<file path="src/rtl/sfs_pkg.sv">
package sfs_pkg;

    typedef enum logic [2:0] {
        OP_NONE,
        OP_WRSR,
        OP_PP,
        OP_SE,
        OP_B32,
        OP_BE,
        OP_CE
    } op_e;

    typedef struct packed {
        logic       srwd;
        logic       qe;
        logic [3:0] bp;
        logic       wel;
    } ctl_t;

    localparam ctl_t CTL_RST = '{srwd: 1'b0, qe: 1'b0, bp: 4'hF, wel: 1'b0};

endpackage

</file>
<file path="src/rtl/sfs_region_check.sv">
module sfs_region_check #(
    parameter int ADDR_W    = 20,
    parameter int BLK_SHIFT = 16
) (
    input  logic [3:0]        level,
    input  logic [ADDR_W-1:0] addr,
    output logic              hit
);
    localparam int IDX_W = ADDR_W - BLK_SHIFT;
    localparam logic [31:0] NBLK = 32'd1 << IDX_W;

    logic [31:0] span;
    logic [31:0] blk;
    logic [31:0] lvl_m1;

    always_comb begin
        lvl_m1 = {28'd0, level} - 32'd1;
        blk    = {{(32-IDX_W){1'b0}}, addr[ADDR_W-1:BLK_SHIFT]};
        if (level == 4'd0) begin
            span = 32'd0;
        end else if (lvl_m1 >= 32'(IDX_W)) begin
            span = NBLK;
        end else begin
            span = 32'd1 << lvl_m1;
        end
        hit = (span != 32'd0) && (blk >= (NBLK - span));
    end
endmodule

</file>
<file path="src/rtl/sfs_busy_timer.sv">
module sfs_busy_timer #(
    parameter int CNT_W = 8
) (
    input  logic             clk,
    input  logic             rst_n,
    input  logic             load,
    input  logic [CNT_W-1:0] load_val,
    output logic             busy,
    output logic             done
);
    typedef struct packed {
        logic             busy;
        logic [CNT_W-1:0] cnt;
    } tmr_t;

    tmr_t st_d, st_q;

    always_comb begin
        st_d = st_q;
        if (load) begin
            st_d.busy = 1'b1;
            st_d.cnt  = load_val;
        end else if (st_q.busy && st_q.cnt == '0) begin
            st_d.busy = 1'b0;
        end else if (st_q.busy) begin
            st_d.cnt = st_q.cnt - 1'b1;
        end
    end

    always_ff @(posedge clk or negedge rst_n) begin
        if (!rst_n) st_q <= '0;
        else        st_q <= st_d;
    end

    assign busy = st_q.busy;
    assign done = st_q.busy && (st_q.cnt == '0);
endmodule

</file>
<file path="src/rtl/sfs_read_stream.sv">
module sfs_read_stream #(
    parameter int GAP = 8
) (
    input  logic       clk,
    input  logic       rst_n,
    input  logic       start,
    input  logic       stop,
    input  logic [7:0] live,
    output logic       valid,
    output logic [7:0] data
);
    localparam int GW = (GAP > 1) ? $clog2(GAP) : 1;
    localparam logic [GW-1:0] LAST = GW'(GAP - 1);

    typedef struct packed {
        logic          act;
        logic [GW-1:0] cnt;
    } rd_t;

    rd_t st_d, st_q;

    always_comb begin
        st_d = st_q;
        if (stop) begin
            st_d.act = 1'b0;
        end else if (start) begin
            st_d.act = 1'b1;
            st_d.cnt = '0;
        end else if (st_q.act) begin
            st_d.cnt = (st_q.cnt == LAST) ? '0 : st_q.cnt + 1'b1;
        end
    end

    always_ff @(posedge clk or negedge rst_n) begin
        if (!rst_n) st_q <= '0;
        else        st_q <= st_d;
    end

    assign valid = st_q.act && (st_q.cnt == '0);
    assign data  = live;
endmodule

</file>
<file path="src/rtl/sflash_status_guard.sv">
module sflash_status_guard
    import sfs_pkg::*;
#(
    parameter int ADDR_W    = 20,
    parameter int BLK_SHIFT = 16,
    parameter int T_WRSR    = 6,
    parameter int T_PP      = 8,
    parameter int T_SE      = 10,
    parameter int T_B32     = 12,
    parameter int T_BE      = 14,
    parameter int T_CE      = 20,
    parameter int RD_GAP    = 8
) (
    input  logic              clk,
    input  logic              rst_n,
    input  logic              wp_n,
    input  logic              sel_n,
    input  logic              cmd_wren,
    input  logic              cmd_wrdi,
    input  logic              cmd_rdsr,
    input  logic              cmd_wrsr,
    input  logic              cmd_pp,
    input  logic              cmd_se,
    input  logic              cmd_be32,
    input  logic              cmd_be,
    input  logic              cmd_ce,
    input  logic [ADDR_W-1:0] addr,
    input  logic [7:0]        wrsr_data,
    output logic [7:0]        status,
    output logic              op_accept,
    output logic              op_reject,
    output logic              rd_valid,
    output logic [7:0]        rd_data
);
    localparam int T_MAX_A = (T_WRSR > T_PP) ? T_WRSR : T_PP;
    localparam int T_MAX_B = (T_SE > T_B32) ? T_SE : T_B32;
    localparam int T_MAX_C = (T_BE > T_CE) ? T_BE : T_CE;
    localparam int T_MAX_D = (T_MAX_A > T_MAX_B) ? T_MAX_A : T_MAX_B;
    localparam int T_MAX   = (T_MAX_C > T_MAX_D) ? T_MAX_C : T_MAX_D;
    localparam int CNT_W   = $clog2(T_MAX) + 1;

    typedef struct packed {
        ctl_t       ctl;
        logic [5:0] pend;
        logic       pend_en;
        logic       acc;
        logic       rej;
    } state_t;

    state_t st_d, st_q;

    op_e              op;
    logic             busy, done, prot_hit, hw_lock, allowed, load;
    logic [CNT_W-1:0] load_val;

    sfs_region_check #(.ADDR_W(ADDR_W), .BLK_SHIFT(BLK_SHIFT)) u_region (
        .level (st_q.ctl.bp),
        .addr  (addr),
        .hit   (prot_hit)
    );

    sfs_busy_timer #(.CNT_W(CNT_W)) u_timer (
        .clk      (clk),
        .rst_n    (rst_n),
        .load     (load),
        .load_val (load_val),
        .busy     (busy),
        .done     (done)
    );

    sfs_read_stream #(.GAP(RD_GAP)) u_read (
        .clk   (clk),
        .rst_n (rst_n),
        .start (cmd_rdsr),
        .stop  (sel_n),
        .live  (status),
        .valid (rd_valid),
        .data  (rd_data)
    );

    always_comb begin
        if      (cmd_wrsr) op = OP_WRSR;
        else if (cmd_pp)   op = OP_PP;
        else if (cmd_se)   op = OP_SE;
        else if (cmd_be32) op = OP_B32;
        else if (cmd_be)   op = OP_BE;
        else if (cmd_ce)   op = OP_CE;
        else               op = OP_NONE;
    end

    always_comb begin
        hw_lock  = st_q.ctl.srwd && !wp_n && !st_q.ctl.qe;
        allowed  = 1'b0;
        load_val = '0;
        unique case (op)
            OP_WRSR: begin allowed = !hw_lock;                 load_val = CNT_W'(T_WRSR - 1); end
            OP_PP:   begin allowed = !prot_hit;                load_val = CNT_W'(T_PP - 1);   end
            OP_SE:   begin allowed = !prot_hit;                load_val = CNT_W'(T_SE - 1);   end
            OP_B32:  begin allowed = !prot_hit;                load_val = CNT_W'(T_B32 - 1);  end
            OP_BE:   begin allowed = !prot_hit;                load_val = CNT_W'(T_BE - 1);   end
            OP_CE:   begin allowed = (st_q.ctl.bp[2:0] == 3'b000); load_val = CNT_W'(T_CE - 1); end
            default: begin allowed = 1'b0;                     load_val = '0;                 end
        endcase
    end

    always_comb begin
        st_d     = st_q;
        st_d.acc = 1'b0;
        st_d.rej = 1'b0;
        load     = 1'b0;
        if (op != OP_NONE) begin
            if (!busy && st_q.ctl.wel && allowed) begin
                st_d.acc = 1'b1;
                load     = 1'b1;
                if (op == OP_WRSR) begin
                    st_d.pend    = wrsr_data[7:2];
                    st_d.pend_en = 1'b1;
                end
            end else begin
                st_d.rej = 1'b1;
            end
        end else if (!busy) begin
            if (cmd_wren)      st_d.ctl.wel = 1'b1;
            else if (cmd_wrdi) st_d.ctl.wel = 1'b0;
        end
        if (done) begin
            st_d.ctl.wel = 1'b0;
            if (st_q.pend_en) begin
                st_d.ctl.srwd = st_q.pend[5];
                st_d.ctl.qe   = st_q.pend[4];
                st_d.ctl.bp   = st_q.pend[3:0];
                st_d.pend_en  = 1'b0;
            end
        end
    end

    always_ff @(posedge clk or negedge rst_n) begin
        if (!rst_n) st_q <= '{ctl: CTL_RST, pend: 6'd0, pend_en: 1'b0, acc: 1'b0, rej: 1'b0};
        else        st_q <= st_d;
    end

    assign status    = {st_q.ctl, busy};
    assign op_accept = st_q.acc;
    assign op_reject = st_q.rej;
endmodule

</file>
<file path="config.mk">
export PLATFORM = sky130hd
export DESIGN_NAME = sflash_status_guard
export DESIGN_NICKNAME = d
export VERILOG_FILES = /design/src/rtl/sfs_pkg.sv /design/src/rtl/sfs_region_check.sv /design/src/rtl/sfs_busy_timer.sv /design/src/rtl/sfs_read_stream.sv /design/src/rtl/sflash_status_guard.sv
export SDC_FILE = /design/constraint.sdc
export NUM_CORES = 1
export LEC_CHECK = 0
export BUFFER_PORTS_ARGS = -buffer_cell sky130_fd_sc_hd__buf_2
export CAP_MARGIN = 20
export CORE_MARGIN = 2
export CORE_UTILIZATION = 50
export CTS_BUF_LIST = sky130_fd_sc_hd__clkbuf_16
export CTS_CLUSTER_DIAMETER = 150
export DETAILED_ROUTE_END_ITERATION = 8
export PLACE_DENSITY = 0.89
export SLEW_MARGIN = 20
export SYNTH_ARGS = -nofsm -noshare
export SYNTH_HDL_FRONTEND = slang
export SYNTH_SLANG_ARGS = --single-unit
</file>
<file path="constraint.sdc">
create_clock -name clk -period 3.88 [get_ports clk]
set_input_delay 0.194 -clock clk [delete_from_list [all_inputs] [get_ports clk]]
set_output_delay 0.194 -clock clk [all_outputs]
set_load 0.1 [all_outputs]
</file>
==> results of run 1 <==
==> metal layers <==
metal	wire length, µm	part of all wire (%)	global-route usage [%]	up-vias
met3	154	4.7	2.68	5
met1	1450	45	23.5	654
met4	38	1.2	5.56	0
li1	-	-	-	698
met5	0	0	0	-
met2	1610	49	31.8	36
==> flip-flops by register name, indices dropped and copies added (netlist names) <==
register	flops
u_timer.busy	1
st_q	7
status	7
u_timer.st_q	6
op_reject	1
op_accept	1
u_read.st_q	4
==> cell usage after synthesis (2+ instances only) <==
cell type,count,area [µm²]
inv_1,16,60.1
buf_4,16,120
a31oi_1,2,12.5
nand2b_1,6,37.5
xnor2_1,3,26.3
o31ai_1,2,15.0
clkbuf_1,2,7.51
mux2_2,12,135
dfrtp_1,23,576
or3_1,2,12.5
nor3b_1,3,22.5
nor3_1,4,20.0
o21ai_0,9,45.0
nor2b_1,4,25.0
nor2_1,14,52.6
nor4_1,4,25.0
nand2_1,10,37.5
dfstp_2,4,105
ha_1,12,150
nand3_1,6,30.0
a21oi_1,10,50.1
==> what timing repair did <==
action                                  in CTS  in global routing
hold buffers                                 1                  0
endpoints found under the setup margin       0                  0
hold endpoints to repair                    23                  0
==> critical path, delay by kind of cell, from the launching register on <==
kind                       cells  cell delay, ps
xor gates and xnor gates       1             140
AOI/OAI and AO/OA              4             490
buffers and inverters          3             440
adders and majority gates      3             770
and+or+nand+nor                6            1010
DFF                            1             590
==> final cells by class <==
| cell class | instances | area, µm² | area share (%) |
|---|---|---|---|
| clock buffer | 3 | 75.1 | 3.79 |
| clock inverter | 1 | 7.51 | 0.379 |
| inverter | 16 | 60.1 | 3.03 |
| multi-input combinational | 123 | 861 | 43.5 |
| sequential | 27 | 681 | 34.4 |
| tap | 46 | 57.6 | 2.91 |
| timing repair buffer | 45 | 238 | 12.0 |
==> worst min path at each step <==
stage	from	endpoint
final	sel_n	u_read.st_q[3]
after global routing	sel_n	u_read.st_q[3]
after CTS	sel_n	u_read.st_q[3]
after detailed placement	rst_n	u_read.st_q[2]
after global placement	rst_n	u_read.st_q[2]
after floorplan	rst_n	op_accept
==> stage by stage <==
step                      hold WS, ps  util (%)  cells  worst slack [ps]  cell area, µm²
after floorplan                  -102         -    186               560            1750
after detailed placement          234      56.5    256               324            1890
after global placement            230      56.5    256               372            1890
after global routing              146      59.3    261              5.68            1980
final                             125      59.3    261               335            1980
after CTS                         122      59.3    261               299            1980
==> kinds of logic after synthesis <==
kind of cell             Yosys count  share of synthesized area, %
AO/OA/AOI/OAI                     33                          11.9
XOR/XNOR                           3                          1.51
adder cells (fa/ha/maj)           12                          8.60
buffers and inverters             36                          11.7
flip-flops                        27                          39.0
multiplexers                      13                          8.32
AND/OR/NAND/NOR                   62                          19.0
==> flow_summary.toml, run 1 <==
[final_layout]
layout_common_cells = "buf_2 (41), dfrtp_1 (23), inv_1 (16), nor2_1 (14)"
nFillCells = 300
drive_gt1_share_pct = 31.6
syn2layout_area_growth_pct = 13.4
final_nets = 269
n_antenna_cell = 0
layout_commonest_cell = "buf_2"

[die]
die_y_um = 63.1
core_um2 = 3340
rows = 21
dieArea_um2 = 3980
die_w_um = 63.1
start_util_pct = 52.3
io_pins = 60

[setup_path]
critical_path_arrival_ps = 3700
critical_path_required_ps = 4030
crit_chain = "inv_1, ha_1, nor3_1, a21oi_1, o31ai_1, buf_4, nand3_1, ha_1, xnor2_1, ha_1, o21a_1, nor2_1, nor4_1, a31oi_1, buf_4, or3b_1, and3_1"
reg2reg_slack_ps = 330
crit_type = "reg -> reg"
r2r-end = "u_timer.st_q[1]"
cp-startpoint = "status[3]"
ff2ff_path_depth = 17
endpoint = "u_timer.st_q[1]"
r2r-start = "status[3]"
worstSetupEndpointType = "flip-flop"
cpPeakStageDelay_ps = 590
cp_common_cell = "ha_1"
start_kind = "flip-flop"
cp_max_fo = 13
critPathSlowestCell = "dfstp_2"

[clock_tree]
clock_latency_ps = 260
clk_path_buf_depth = 2
cts_root_buffer = "clkbuf_16"
htreeDepth = 1
post_cts_resize_count = 0
cts_made_buffers = 3
postCtsSetupBuffers = 0
clkSinkCount = 27
cts_tree = "yes"
clk_pin_slew_worst_paths_ps = 70

[timing]
fin_skew_ps = 4.61
slew_viol_final = 0
hold_viol = 0
timing.fmax_mhz = 282
worst_slew_margin_rel_pct = 61.3
rsz0062_at_grt = "no"
fin_tns_setup_ps = 0
period_minus_slack_ps = 3550
tightest_slew_ps = 581
finalSetupViolCount = 0
finalCritPeriodShare_pct = 91.4

[global_routing]
antenna_found_initial = 0
grt_max_degree = 28
grt_usage_pct = 18.3
grt-ovfl-total = 0
grt_pass1_wl_um = 5910
grt_pass1_vias = 1355

[routing]
drcViolationCount = 0
viasPerCell = 5.34
wirelength_um = 3260
vias = 1393
ant_nets = 0
dr.first_iter.drc_count = 60
firstDrtPassIters = 4
wire_per_inst_um = 12.5

[yosys]
synth_area_um2 = 1750
syn_area_per_cell_um2 = 9.38
ys.warnings.count = 0
syn_nets = 239
synth-seq-area-share_pct = 39.0
ys.flop_type = "dfrtp_1"
synth_seq_cells = 27
synth_edf_count = 0
synthCells = 186
synthArstFlopShare_pct = 100
synth.distinct_cells = 43

[worst_hold_path]
whs_path_depth = 2
hold_class = "in -> reg"

[placement]
routabilityCongestion = 0.776
hpwlAfterDp_um = 2480
portBuffers = 41

[run_status]
status = "finished, final reports clean"

[flow_run]
drv_cap = 0
Power of run 1 is left out: the tool's default activity adds up to more than one toggle a clock period on the data nets, which glitch-free logic cannot reach.
==> inputs of run 2 (changes only) <==
--- a/config.mk
+++ b/config.mk
@@ -5,13 +5,17 @@
 export SDC_FILE = /design/constraint.sdc
 export NUM_CORES = 1
 export LEC_CHECK = 0
+export ABC_AREA = 1
 export BUFFER_PORTS_ARGS = -buffer_cell sky130_fd_sc_hd__buf_2
 export CAP_MARGIN = 20
+export CELL_PAD_IN_SITES_DETAIL_PLACEMENT = 0
+export CELL_PAD_IN_SITES_GLOBAL_PLACEMENT = 1
 export CORE_MARGIN = 2
-export CORE_UTILIZATION = 50
+export CORE_UTILIZATION = 36
 export CTS_BUF_LIST = sky130_fd_sc_hd__clkbuf_16
 export CTS_CLUSTER_DIAMETER = 150
 export DETAILED_ROUTE_END_ITERATION = 8
+export GPL_TIMING_DRIVEN = 0
 export PLACE_DENSITY = 0.89
 export SLEW_MARGIN = 20
 export SYNTH_ARGS = -nofsm -noshare
==> flow_summary.toml, run 2 <==
[global_routing]
grt_util_met2_pct = 20.8
grt_pass1_vias = 1321
grt.met3_usage_pct = 1.85
grt_pass1_wl_um = 5640
grt_busiest_layer = "met2"
antenna_found_initial = 0
use_met1_pct = 17.6
grt_usage_pct = 12.7
grt_max_degree = 28
grt-ovfl-total = 0

[timing]
period_minus_slack_ps = 3070
worst_slew_margin_rel_pct = 58.7
hold_viol = 0
fin_tns_setup_ps = 0
fin_skew_ps = 1.87
timing.fmax_mhz = 325
tightest_slew_ps = 618
rsz0062_at_grt = "no"
finalSetupViolCount = 0
slew_viol_final = 0
finalCritPeriodShare_pct = 79.2

[clock_tree]
clk_path_buf_depth = 2
post_cts_resize_count = 0
holdBufCountCts = 1
clk_pin_slew_worst_paths_ps = 60
postCtsSetupBuffers = 0
cts_tree = "yes"
htreeDepth = 1
cts_made_buffers = 3
clock_latency_ps = 260
clkSinkCount = 27
cts_root_buffer = "clkbuf_16"

[routing]
viasPerCell = 4.27
drcViolationCount = 0
vias = 1510
ant_nets = 0
wire_per_inst_um = 9.62
firstDrtPassIters = 4
dr.first_iter.drc_count = 51
wirelength_um = 3410

[yosys]
ys.warnings.count = 0
synth_seq_cells = 27
synth-seq-area-share_pct = 37.0
syn_area_per_cell_um2 = 7.73
synthTopCellsByArea = "dfrtp_1 (31%), nand2_1 (13%), ha_1 (8.2%)"
synth_top_area_share_pct = 31.3
synthCells = 238
synthArstFlopShare_pct = 100
synth_largest_area_cell = "dfrtp_1"
synth_area_um2 = 1840
yosys-top-cells-count = "nand2_1 (64), inv_1 (31), dfrtp_1 (23), buf_4 (16), nor2_1 (16)"
ys.flop_type = "dfrtp_1"
yosysMostFrequentCell = "nand2_1"
synth_edf_count = 0
synth.distinct_cells = 30
syn_nets = 291

[setup_path]
critical_path_arrival_ps = 3230
worstSetupEndpointType = "flip-flop"
cp_max_fo = 10
critical_path_required_ps = 4030
start_kind = "flip-flop"
crit_type = "reg -> reg"
reg2reg_slack_ps = 810

[final_layout]
fin_util_pct = 44.4
layout_common_cells = "nand2_1 (64), buf_2 (42), inv_1 (31), dfrtp_1 (23)"
n_antenna_cell = 0
syn2layout_area_growth_pct = 20.8
final_nets = 338
drive_gt1_share_pct = 31.7
fin_area_um2 = 2220
layout_commonest_cell = "nand2_1"
nFillCells = 539
instances_no_fill = 354

[power_and_ir_drop]
peakVddDrop_mv = 0.176
leakage_nw = 1.22
power_density_nw_per_um2 = 454

[flow_run]
drv_cap = 0

[die]
core_um2 = 5010
io_pins = 60
dieArea_um2 = 5700
rows = 26
die_y_um = 75.5
start_util_pct = 36.7
die_w_um = 75.5

[placement]
portBuffers = 41
dp_cells = 349
hpwlAfterDp_um = 2760
routabilityCongestion = 0.782
place_area_um2 = 2130

[run_status]
status = "finished, final reports clean"

[worst_hold_path]
hold_class = "in -> reg"
run 2: cell count changes after synthesis, moves of 3 or more:
cell      delta
a21oi_1      -5
inv_1       +15
inv_2        +6
mux2_2      -12
nand2_1     +54
nand2_2      +6
nand2_4      +3
nand2b_1     -6
nand3_1      +7
nor2b_1      -4
nor3b_1      -3
nor4_1       -3
run 2: metal layers:
metal / up-vias / wire [µm]
met2: 23 / 1600
met4: 0 / 16
met1: 664 / 1680
met5: - / 0
li1: 821 / -
met3: 2 / 114
run 2: kinds of logic (layout without fill, tap and decap cells):
logic type / Yosys count / count (layout) / synth area share [%]
AO/OA/AOI/OAI: 22 / 22 / 7.48
adder cells (fa/ha/maj): 12 / 12 / 8.16
buffers and inverters: 55 / 101 / 15.2
AND/OR/NAND/NOR: 116 / 116 / 29.4
XOR/XNOR: 6 / 6 / 2.86
flip-flops: 27 / 27 / 37.0
run 2: cell type report:
type,count,area (µm²),area share [%]
inverters,37,139,6.25
plain buffers,18,140,6.30
multi-input cells,156,881,39.6
flip-flops and latches,27,681,30.6
clock inverters,1,5.00,0.225
repair buffers,42,215,9.68
clock buffers,3,75.1,3.38
well taps,70,87.6,3.94
run 2: through the flow:
step / hold WS [ps] / worst slack, ps / total power [W]
floorplan: -102 / 1070 / 0.000707
global placement: 228 / 814 / 0.000777
detailed placement: 236 / 783 / 0.000786
CTS: 128 / 770 / 0.00102
global route: 143 / 531 / 0.00108
finish: 126 / 806 / 0.00101
run 2: worst max-delay path, cell delays in order (launching register included):
cell and delay (ps):
dfstp_2 560, inv_2 80, ha_1 230, inv_1 60, nand2_1 60, nand2_2 80, nand3_2 90, nor3_1 210
inv_1 70, ha_1 280, inv_1 40, ha_1 250, o21ai_0 70, nand2_1 70, nand3_1 70, nand3b_1 70
nand2_1 80, nand2_2 60, nand2_4 100, nand2_4 60, buf_8 160, nand2_2 50, nand2_1 40, nand2_1 60
nand2_1 50
run 2: path summary, 6_finish.rpt:
| check | from | to | cells past startpoint |
|---|---|---|---|
| max | status[2] | u_timer.st_q[1] | 24 |
| min | wrsr_data[7] | st_q[8] | 3 |
| max reg2reg | status[2] | u_timer.st_q[1] | 24 |
| min reg2reg | st_q[8] | st_q[8] | 2 |
| max in group asynchronous | rst_n | u_timer.st_q[4] | 2 |
| min in group asynchronous | rst_n | op_accept | 2 |
run 2: report_power, final:
| group | switching [W] | total, W | leakage (nW) | internal (W) |
|---|---|---|---|---|
| sequential | 0.0000395 | 0.000369 | 0.335 | 0.000330 |
| combinational | 0.000270 | 0.000410 | 0.846 | 0.000139 |
| clock | 0.0000910 | 0.000230 | 0.0409 | 0.000139 |
| total | 0.000401 | 0.00101 | 1.22 | 0.000608 |
Note: power is estimated with default switching activity, not from simulation.
